==> src/rtl/mnsrch_pkg.sv <==
package mnsrch_pkg;

  localparam int unsigned FREQ_NUMER = 32'd100000000;
  localparam int unsigned FREQ_LO    = 32'd8000;
  localparam int unsigned FREQ_HI    = 32'd15938;
  localparam int unsigned VCO_FLOOR  = FREQ_LO * 32'd8;
  localparam int unsigned REF_SCALED = 32'd938356;
  localparam logic [15:0] ZERO_WORD  = 16'h00E0;
  localparam int          K_W        = 3;

  typedef enum logic [2:0] {
    ST_IDLE  = 3'd0,
    ST_FDIV  = 3'd1,
    ST_CGO   = 3'd2,
    ST_CWAIT = 3'd3,
    ST_PACK  = 3'd4
  } scan_state_e;

  // Limit a request to the supported band.
  function automatic logic [31:0] clamp_freq(input logic [31:0] f);
    if (f < FREQ_LO)      return FREQ_LO;
    else if (f > FREQ_HI) return FREQ_HI;
    else                  return f;
  endfunction

  // Number of doublings until the value reaches the VCO floor.
  function automatic logic [K_W-1:0] post_exp(input logic [31:0] f);
    logic [31:0]    v;
    logic [K_W-1:0] k;
    v = f;
    k = '0;
    for (int i = 0; i < 7; i++) begin
      if (v < VCO_FLOOR) begin
        v = v << 1;
        k = k + K_W'(1);
      end
    end
    return k;
  endfunction

  // Comparison target: request scaled to 8 fractional bits of MHz.
  function automatic logic [31:0] target_of(input logic [31:0] f);
    return (f * 32'd256) / 32'd100;
  endfunction

  // Numerator after the power-of-two part of the divisor is shifted out.
  function automatic logic [31:0] cand_numer(input logic [31:0] n,
                                             input logic [K_W-1:0] k);
    logic [31:0] p;
    p = REF_SCALED * (n + 32'd8);
    return p >> (32'd8 + 32'(k));
  endfunction

  function automatic logic [15:0] pack_word(input logic [31:0] k,
                                            input logic [31:0] m,
                                            input logic [31:0] n);
    return 16'((k << 6) + m + (n << 8));
  endfunction

endpackage

==> src/rtl/mnsrch_seqdiv.sv <==
module mnsrch_seqdiv #(
  parameter int NUM_W = 20,
  parameter int DEN_W = 6,
  parameter int STEPS = 20
) (
  input  logic             clk,
  input  logic             rst_n,
  input  logic             start,
  input  logic [NUM_W-1:0] num,
  input  logic [DEN_W-1:0] den,
  output logic [NUM_W-1:0] quot,
  output logic             done
);
  localparam int ITERS = NUM_W / STEPS;
  localparam int CW    = $clog2(ITERS + 1);
  localparam int WP    = NUM_W + DEN_W + 1;

  logic [NUM_W-1:0] q_r, num_r;
  logic [DEN_W:0]   rem_r;
  logic [DEN_W-1:0] den_r;
  logic [CW-1:0]    left_r;
  logic             done_r;

  logic [DEN_W:0]   rem_c [STEPS+1];
  logic [NUM_W-1:0] q_c   [STEPS+1];

  assign rem_c[0] = rem_r;
  assign q_c[0]   = q_r;

  // One restoring step per stage; STEPS stages run in a cycle.
  for (genvar s = 0; s < STEPS; s++) begin : g_stage
    logic [DEN_W:0] sh;
    logic           fits;
    assign sh           = {rem_c[s][DEN_W-1:0], q_c[s][NUM_W-1]};
    assign fits         = (sh >= {1'b0, den_r});
    assign rem_c[s+1]   = fits ? (sh - {1'b0, den_r}) : sh;
    assign q_c[s+1]     = {q_c[s][NUM_W-2:0], fits};
  end

  always_ff @(posedge clk) begin
    if (!rst_n) begin
      q_r    <= '0;
      num_r  <= '0;
      rem_r  <= '0;
      den_r  <= '0;
      left_r <= '0;
      done_r <= 1'b0;
    end else if (start) begin
      q_r    <= num;
      num_r  <= num;
      rem_r  <= '0;
      den_r  <= den;
      left_r <= CW'(ITERS);
      done_r <= 1'b0;
    end else if (left_r != '0) begin
      q_r    <= q_c[STEPS];
      rem_r  <= rem_c[STEPS];
      left_r <= left_r - CW'(1);
      done_r <= (left_r == CW'(1));
    end else begin
      done_r <= 1'b0;
    end
  end

  assign quot = q_r;
  assign done = done_r;

  // Reconstruction of the dividend from quotient and remainder.
  logic [WP-1:0] recon;
  assign recon = WP'(q_r) * WP'(den_r) + WP'(rem_r);

  a_r6_div_exact: assert property (@(posedge clk) disable iff (!rst_n)
    (done_r && den_r != '0) |-> (recon == WP'(num_r)));

endmodule

==> src/rtl/mnsrch_best.sv <==
module mnsrch_best #(
  parameter int QW  = 20,
  parameter int M_W = 5,
  parameter int N_W = 8
) (
  input  logic           clk,
  input  logic           rst_n,
  input  logic           clear,
  input  logic           cand_vld,
  input  logic [31:0]    target,
  input  logic [QW-1:0]  cand_q,
  input  logic [M_W-1:0] cand_m,
  input  logic [N_W-1:0] cand_n,
  output logic [M_W-1:0] best_m,
  output logic [N_W-1:0] best_n
);
  logic [31:0] cand32, err, best_err;
  logic        take;

  assign cand32 = 32'(cand_q);
  assign err    = (target > cand32) ? (target - cand32) : (cand32 - target);
  // Strict comparison keeps the earliest minimum.
  assign take   = cand_vld && (err < best_err);

  always_ff @(posedge clk) begin
    if (!rst_n || clear) begin
      best_err <= '1;
      best_m   <= '0;
      best_n   <= '0;
    end else if (take) begin
      best_err <= err;
      best_m   <= cand_m;
      best_n   <= cand_n;
    end
  end

  a_r7_err_nonincreasing: assert property (@(posedge clk) disable iff (!rst_n)
    !clear |=> (best_err <= $past(best_err)));

  a_r7_take_records: assert property (@(posedge clk) disable iff (!rst_n)
    (take && !clear) |=> (best_m == $past(cand_m) && best_n == $past(cand_n)));

  a_r7_tie_keeps: assert property (@(posedge clk) disable iff (!rst_n)
    (cand_vld && !clear && err == best_err) |=> $stable(best_m) && $stable(best_n));

endmodule

==> src/rtl/mn_search_engine.sv <==
module mn_search_engine
  import mnsrch_pkg::*;
#(
  parameter int M_MIN      = 2,
  parameter int M_MAX      = 30,
  parameter int N_MIN      = 35,
  parameter int N_MAX      = 247,
  parameter int CAND_STEPS = 20,
  parameter int FREQ_STEPS = 8
) (
  input  logic        clk,
  input  logic        rst_n,
  input  logic        start,
  input  logic [31:0] period_ps,
  output logic [15:0] word,
  output logic        done
);
  localparam int     M_W      = $clog2(M_MAX + 1);
  localparam int     N_W      = $clog2(N_MAX + 1);
  localparam int     DEN_W    = $clog2(M_MAX + 3);
  localparam longint NUM_PEAK = (longint'(REF_SCALED) * longint'(N_MAX + 8)) >>> 8;
  localparam int     CNUM_W   = $clog2(NUM_PEAK + 1);
  localparam int     CNUM_PAD = ((CNUM_W + CAND_STEPS - 1) / CAND_STEPS) * CAND_STEPS;

  scan_state_e    st;
  logic [15:0]    word_q;
  logic           done_q;
  logic [M_W-1:0] m_r;
  logic [N_W-1:0] n_r;
  logic [K_W-1:0] k_r;
  logic [31:0]    tgt_r;

  // Named internal events
  logic             fdiv_start, fdiv_done, freq_zero;
  logic [31:0]      freq_now, freq_clamped;
  logic             cand_start, cand_done, cand_vld, scan_last, trk_clear;
  logic [CNUM_PAD-1:0] cand_num, cand_q;
  logic [DEN_W-1:0] cand_den;
  logic [M_W-1:0]   best_m;
  logic [N_W-1:0]   best_n;

  assign fdiv_start   = start && (st == ST_IDLE);
  assign freq_zero    = (freq_now == 32'd0);
  assign freq_clamped = clamp_freq(freq_now);
  assign trk_clear    = (st == ST_FDIV) && fdiv_done;
  assign cand_start   = (st == ST_CGO);
  assign cand_vld     = (st == ST_CWAIT) && cand_done;
  assign scan_last    = (m_r == M_W'(M_MAX)) && (n_r == N_W'(N_MAX));
  assign cand_num     = CNUM_PAD'(cand_numer(32'(n_r), k_r));
  assign cand_den     = DEN_W'(m_r) + DEN_W'(2);

  mnsrch_seqdiv #(.NUM_W(32), .DEN_W(32), .STEPS(FREQ_STEPS)) u_fdiv (
    .clk   (clk),
    .rst_n (rst_n),
    .start (fdiv_start),
    .num   (FREQ_NUMER),
    .den   (period_ps),
    .quot  (freq_now),
    .done  (fdiv_done)
  );

  mnsrch_seqdiv #(.NUM_W(CNUM_PAD), .DEN_W(DEN_W), .STEPS(CAND_STEPS)) u_cdiv (
    .clk   (clk),
    .rst_n (rst_n),
    .start (cand_start),
    .num   (cand_num),
    .den   (cand_den),
    .quot  (cand_q),
    .done  (cand_done)
  );

  mnsrch_best #(.QW(CNUM_PAD), .M_W(M_W), .N_W(N_W)) u_best (
    .clk      (clk),
    .rst_n    (rst_n),
    .clear    (trk_clear),
    .cand_vld (cand_vld),
    .target   (tgt_r),
    .cand_q   (cand_q),
    .cand_m   (m_r),
    .cand_n   (n_r),
    .best_m   (best_m),
    .best_n   (best_n)
  );

  always_ff @(posedge clk) begin
    if (!rst_n) begin
      st     <= ST_IDLE;
      word_q <= '0;
      done_q <= 1'b0;
      m_r    <= M_W'(M_MIN);
      n_r    <= N_W'(N_MIN);
      k_r    <= '0;
      tgt_r  <= '0;
    end else begin
      done_q <= 1'b0;
      case (st)
        ST_IDLE: if (start) st <= ST_FDIV;
        ST_FDIV: if (fdiv_done) begin
          if (freq_zero) begin
            word_q <= ZERO_WORD;
            done_q <= 1'b1;
            st     <= ST_IDLE;
          end else begin
            k_r   <= post_exp(freq_clamped);
            tgt_r <= target_of(freq_clamped);
            m_r   <= M_W'(M_MIN);
            n_r   <= N_W'(N_MIN);
            st    <= ST_CGO;
          end
        end
        ST_CGO: st <= ST_CWAIT;
        ST_CWAIT: if (cand_done) begin
          if (scan_last) begin
            st <= ST_PACK;
          end else begin
            if (n_r == N_W'(N_MAX)) begin
              n_r <= N_W'(N_MIN);
              m_r <= m_r + M_W'(1);
            end else begin
              n_r <= n_r + N_W'(1);
            end
            st <= ST_CGO;
          end
        end
        ST_PACK: begin
          word_q <= pack_word(32'(k_r), 32'(best_m), 32'(best_n));
          done_q <= 1'b1;
          st     <= ST_IDLE;
        end
        default: st <= ST_IDLE;
      endcase
    end
  end

  assign word = word_q;
  assign done = done_q;

  a_r8_done_pulse: assert property (@(posedge clk) disable iff (!rst_n)
    done_q |=> !done_q);

  a_r8_word_hold: assert property (@(posedge clk) disable iff (!rst_n)
    !done_q |-> $stable(word_q));

  a_r7_index_range: assert property (@(posedge clk) disable iff (!rst_n)
    (st == ST_CWAIT) |-> (m_r >= M_W'(M_MIN) && m_r <= M_W'(M_MAX) &&
                          n_r >= N_W'(N_MIN) && n_r <= N_W'(N_MAX)));

  a_r3_zero_word: assert property (@(posedge clk) disable iff (!rst_n)
    (trk_clear && freq_zero) |=> (done_q && word_q == ZERO_WORD));

  a_r5_k_in_band: assert property (@(posedge clk) disable iff (!rst_n)
    (st == ST_CGO) |-> (k_r == K_W'(3)));

  a_r9_busy_hold: assert property (@(posedge clk) disable iff (!rst_n)
    (st == ST_CWAIT && !cand_done) |=> (st == ST_CWAIT));

endmodule

==> config.mk <==
export PLATFORM = sky130hd
export DESIGN_NAME = mn_search_engine
export DESIGN_NICKNAME = d
export VERILOG_FILES = /design/src/rtl/mnsrch_pkg.sv /design/src/rtl/mnsrch_seqdiv.sv /design/src/rtl/mnsrch_best.sv /design/src/rtl/mn_search_engine.sv
export SDC_FILE = /design/constraint.sdc
export NUM_CORES = 2
export LEC_CHECK = 0
export CAP_MARGIN = 5
export CORE_MARGIN = 2
export CORE_UTILIZATION = 51
export DETAILED_ROUTE_END_ITERATION = 10
export GPL_TIMING_DRIVEN = 0
export PLACE_DENSITY_LB_ADDON = 0.1
export SLEW_MARGIN = 10
export SYNTH_ARGS = -nofsm -noshare
export SYNTH_HDL_FRONTEND = slang
export SYNTH_SLANG_ARGS = --single-unit
==> constraint.sdc <==
create_clock -name clk -period 73.8 [get_ports clk]
set_clock_uncertainty 0.15 [all_clocks]
set_input_delay 14.76 -clock clk [delete_from_list [all_inputs] [get_ports clk]]
set_output_delay 14.76 -clock clk [all_outputs]
set_load 0.01 [all_outputs]
Word-level counts from Yosys, hierarchy flattened. Index checks and enable logic that the tools add are counted.

Divide/modulo/power cells: 1. Add/subtract/negate cells: 45. Reduce and logical (&&, ||, !) cells: 22. Bitwise gates (word level): 3. $lt $le $gt $ge: 39. Shift-type cells: 1. Equality and inequality tests: 14. Multipliers: 1. Mux-type cells: 125.

Operators with widths (number): $mux 32 (41); $ge 33x32->1 (8); $sub 32x32->32 (8); $lt 32x16->1 const B (7); $ge 7x6->1 (20); $mux 6 (20); $sub 6x6->6 (20); $mux 3 (36); $mux 27 (2); $mux 20 (2); $mux 8 (5); $div 32x7->32 const B (1); $gt 32x14->1 const B (1); $gt 32x20->1 (1); $logic_not 32->1 (1); $lt 32x13->1 const B (1); $lt 32x32->1 (1); $mux 16 (2); $pmux 16 s2 (1); $sub 20x32->32 (1); $sub 32x20->32 (1); $shr 29x5->20 (1); $mul 18x9->27 const A (1); $mux 5 (5); 35 further kinds (64).

Input port bits: 35. Register bits after elaboration: 247.

Longest topological paths before layout.
Word-level depth: 41. Mapped depth: 255. Mapped depth without buffers: 243.

Modules after synthesis. Synthesis repeated with hierarchy kept, for this count alone.

Cell total of the unflattened synthesis: 5621. Area total of the unflattened synthesis: 43043.8 um^2.

By module, submodules not included: mnsrch_seqdiv at u_fdiv (cells each 2541, instances 1, seq. area each 2001.9 um^2, area each 19361.1 um^2); mn_search_engine (cells each 1364, instances 1, seq. area each 1241.2 um^2, area each 10343.7 um^2); mnsrch_seqdiv at u_cdiv (cells each 1080, instances 1, seq. area each 680.7 um^2, area each 8499.4 um^2); mnsrch_best (cells each 636, instances 1, seq. area each 900.9 um^2, area each 4839.6 um^2).

Worst setup path after synthesis. Ideal clock, no wire load.

Path kind: reg-to-reg. Start: reg u_fdiv.den_r[1]. End: reg u_fdiv.rem_r[18]. Path buffers: 14. Required time: 73.516 ns. Stages on the path, launching flop included: 250. Clock period less this slack: 43.788 ns. Library setup time: 0.134 ns. Slack: 30.012 ns. Arrival: 43.505 ns. Cell sequence: dfxtp_1 inv_1 ha_1 nor2b_1 o21ai_0 a21oi_1 o21ai_0 a21oi_1 o21ai_0 a21oi_1 o21ai_0 a21boi_0 o21ai_0 a21oi_1 o21ai_0 a21oi_1 o21ai_0 a21oi_1 (+214 left out) o21ai_0 a21boi_0 o21ai_0 a21boi_0 o21ai_0 nand2_1 and2_1 o21ai_0 nand2_1 a21oi_1 o21bai_1 a211oi_1 nor2_1 a21oi_1 nand2_1 nand2_1 clkbuf_1 o22ai_1.

Cells in the longest elaborated chain, start to end: 16.

Ends and longest elaborated chain: start, declared (line mnsrch_seqdiv.sv:20) `logic [DEN_W-1:0] den_r;`; start signal, assigned (line mnsrch_seqdiv.sv:52) `den_r <= den;`; $sub 32x32->32 or $ge 33x32->1 (tied branches) (line mnsrch_seqdiv.sv:36, mnsrch_seqdiv.sv:35); $mux 32 (line mnsrch_seqdiv.sv:36) `assign rem_c[s+1] = fits ? (sh - {1'b0, den_r}) : sh;`; $sub 32x32->32 or $ge 33x32->1 (tied branches) (line mnsrch_seqdiv.sv:36, mnsrch_seqdiv.sv:35); $mux 32 (line mnsrch_seqdiv.sv:36); $sub 32x32->32 or $ge 33x32->1 (tied branches) (line mnsrch_seqdiv.sv:36, mnsrch_seqdiv.sv:35); $mux 32 (line mnsrch_seqdiv.sv:36); $sub 32x32->32 or $ge 33x32->1 (tied branches) (line mnsrch_seqdiv.sv:36, mnsrch_seqdiv.sv:35); $mux 32 (line mnsrch_seqdiv.sv:36); $sub 32x32->32 or $ge 33x32->1 (tied branches) (line mnsrch_seqdiv.sv:36, mnsrch_seqdiv.sv:35); $mux 32 (line mnsrch_seqdiv.sv:36); $sub 32x32->32 or $ge 33x32->1 (tied branches) (line mnsrch_seqdiv.sv:36, mnsrch_seqdiv.sv:35); $mux 32 (line mnsrch_seqdiv.sv:36); $sub 32x32->32 or $ge 33x32->1 (tied branches) (line mnsrch_seqdiv.sv:36, mnsrch_seqdiv.sv:35); $mux 32 (line mnsrch_seqdiv.sv:36); $sub 32x32->32 or $ge 33x32->1 (tied branches) (line mnsrch_seqdiv.sv:36, mnsrch_seqdiv.sv:35); $mux 32 (*) (line mnsrch_seqdiv.sv:36); end signal, assigned (line mnsrch_seqdiv.sv:57) `rem_r <= rem_c[STEPS];`; end, declared (line mnsrch_seqdiv.sv:19) `logic [DEN_W:0] rem_r;`.

Mark *: on every way between the ends. The rest lies on a longest branch, timed or not. A chain may end at the register's enable or synchronous reset.

Worst setup path after layout.
Start: reg u_fdiv.den_r[1]. End: reg u_fdiv.rem_r[25].

The elaborated chain is that of the path after synthesis.

==> results_dict.tcl <==
set metrics [dict create \
    ys_async_sr_fraction_pct 0 \
    antenna_found_initial 1 \
    wl_met2_mm 54.2 \
    root_buffer "clkbuf_16" \
    die_y_um 281 \
    critPathKind "flop to flop" \
    synth_area_leader_cell "ha_1" \
    initial_core_util_pct 51.5 \
    drtIter0Drc 3326 \
    pre_cts_ws_ns 18.09 \
    syn2layout_area_growth_pct 7.32 \
    cts-resized-gates 0 \
    placed_area_mm2 0.0411 \
    clkTransAtPathRegs_ns 0.07 \
    tightestPinTransition_ns 1.26 \
    period_needed_ns 57.67 \
    drtPass1Iterations 6 \
    ios 52 \
    cp-startpoint "u_fdiv.den_r[1]" \
    port_buffers 51 \
    design_area_mm2 0.0421 \
    postCtsHoldBufs 0 \
    max-clock-path-buffers 3 \
    slowest_stage "dfxtp_1" \
    cts_max_level 1 \
    startpoint_type "flop" \
    vias_per_cell 6.08 \
    synth_cell_types 142 \
    cts_setup_buffers 0 \
    synthCells 5212 \
    slowest_delay_ns 0.80 \
    grt_setup_unrepaired "false" \
    rows 101 \
    m1WireLength_mm 61.7 \
    die_width_um 281 \
    final_core_util_pct 55.3 \
    fin_setup_tns_ns 0 \
    drv_cap 0 \
    setup_viol 0 \
    grt_pass1_vias 35700 \
    die-area_mm2 0.0791 \
    final_cell_mix "ha_1, inv_1, nand2_1" \
    fmax_mhz 17.3 \
    wl_per_cell_um 20.6 \
    wl_met3_mm 9.43 \
    synth_seq_area_share_pct 12.3 \
    cts_sinks 241 \
    via_count 38600 \
    core_mm2 0.0761 \
    yosysWarnings 0 \
    critPathRequiredTime_ns 74.18 \
    hold_class "flop to flop" \
    drive_above_1_share_pct 6.70 \
    insertion_delay_ns 0.61 \
    crit_arrival_ns 58.05 \
    post-route-period-util_pct 78.1 \
    netlist_area_mm2 0.0392 \
    dp_hpwl_mm 105 \
    hp-start "u_best.best_err[31]" \
    yosys-top-cells-area "ha_1, dfxtp_1, a21oi_1" \
    status "complete, no violations" \
    tritoncts "built" \
    grt_max_degree 22 \
    ys.flop_type "dfxtp_1" \
    avgSynthCellArea_um2 7.52 \
    final_common_cell "ha_1" \
    synth_edf_count 0 \
    gp_congestion 0.991 \
    finalWorstSetupSlack_ns 16.13 \
    hold_violations 0 \
    grt.total_usage_pct 32.3 \
    drc 0 \
    wl_mm 131 \
    synth_top_area_share_pct 17.0 \
    worst_path_most_repeated_cell "o21ai_0" \
    grt_pass1_wl_mm 202 \
    timing.rr.start "u_fdiv.den_r[1]" \
    cp-end-kind "flop" \
    synth-seq-cells 241 \
    slew_headroom_pct 15.0 \
    numCtsBuffers 31 \
    maxUsedRoutingLayer "met4" \
    drv_slew 0 \
    crit_fanout 11 \
    ant_nets 0 \
    fin_nets 5936 \
    gr-total-overflow 0 \
]
[critical path, delay by kind of cell (launching register included)]
family / cells / cell delay [ns]
and+or+nand+nor: 22 / 4.27
DFF: 1 / 0.80
buffers and inverters: 20 / 7.35
muxes: 2 / 0.59
adders and majority gates: 8 / 2.72
AOI/OAI and AO/OA: 197 / 41.63
[synthesized netlist by cell type, drive strengths merged, types with 40 or more instances]
cell	n
a211o	40
a211oi	73
a21boi	110
a21o	214
a21oi	376
a22oi	47
and3	53
clkbuf	145
dfxtp	241
fa	67
ha	533
inv	480
mux2	121
mux2i	127
nand2	480
nand2b	68
nand3	107
nand4	88
nor2	426
nor2b	71
nor3	64
o21ai	392
o21bai	52
xnor2	200
xor2	98
[flip-flops by register name (all words and copies together), names as in the netlist]
| register | cells |
|---|---|
| u_cdiv.quot | 20 |
| u_fdiv.done | 1 |
| st | 3 |
| u_fdiv.quot | 32 |
| u_best.best_err | 32 |
| done | 1 |
| n_r | 8 |
| u_best.best_n | 8 |
| u_fdiv.rem_r | 32 |
| u_cdiv.done | 1 |
| word | 16 |
| u_cdiv.den_r | 6 |
| u_cdiv.left_r | 1 |
| u_fdiv.den_r | 32 |
| u_fdiv.left_r | 3 |
| m_r | 5 |
| u_best.best_m | 5 |
| tgt_r | 26 |
| k_r | 3 |
| u_cdiv.rem_r | 6 |
[layout make-up]
type                    instances  area, um^2
fillers                      7473       34000
multi-input cells            4312       31800
flip-flops and latches        241        4820
inverters                     481        1810
well taps                    1030        1290
clock buffers                  36         835
plain buffers                 180         776
repair buffers                 54         546
clock inverters                21         166
diodes                          1        2.50
[layer usage]
metal  up-vias  track usage, %
met3       202            3.43
met4         0            12.1
met2      1347            49.1
met1     18100            46.6
li1      18900               -
met5         -               0
[cells by family after synthesis]
logic type	count (synthesis)	share of synthesized area, %
buffers and inverters	661	6.59
other	2	0.0192
AND/OR/NAND/NOR	1511	18.5
AO/OA/AOI/OAI	1649	28.6
adder cells (fa/ha/maj)	601	20.5
XOR/XNOR	298	6.72
multiplexers	249	6.86
flip-flops	241	12.3
[final timing paths]
| kind | end | slack [ns] | cells after the start |
|---|---|---|---|
| setup / recovery | u_fdiv.rem_r[25] | 16.13 | 249 |
| hold reg to reg | u_best.best_err[31] | 0.30 | 1 |
| setup reg to reg | u_fdiv.rem_r[25] | 16.13 | 249 |
| hold / removal | u_best.best_err[31] | 0.30 | 1 |
[stage by stage]
step	hold slack, ns	cells
floorplan	0.276	5214
global placement	0.285	6295
detailed placement	0.291	6298
CTS	0.307	6355
global route	0.326	6355
finish	0.303	6356
Power is not shown: default switching activity piles up to over one toggle a cycle in this logic, so the estimate is an artifact.
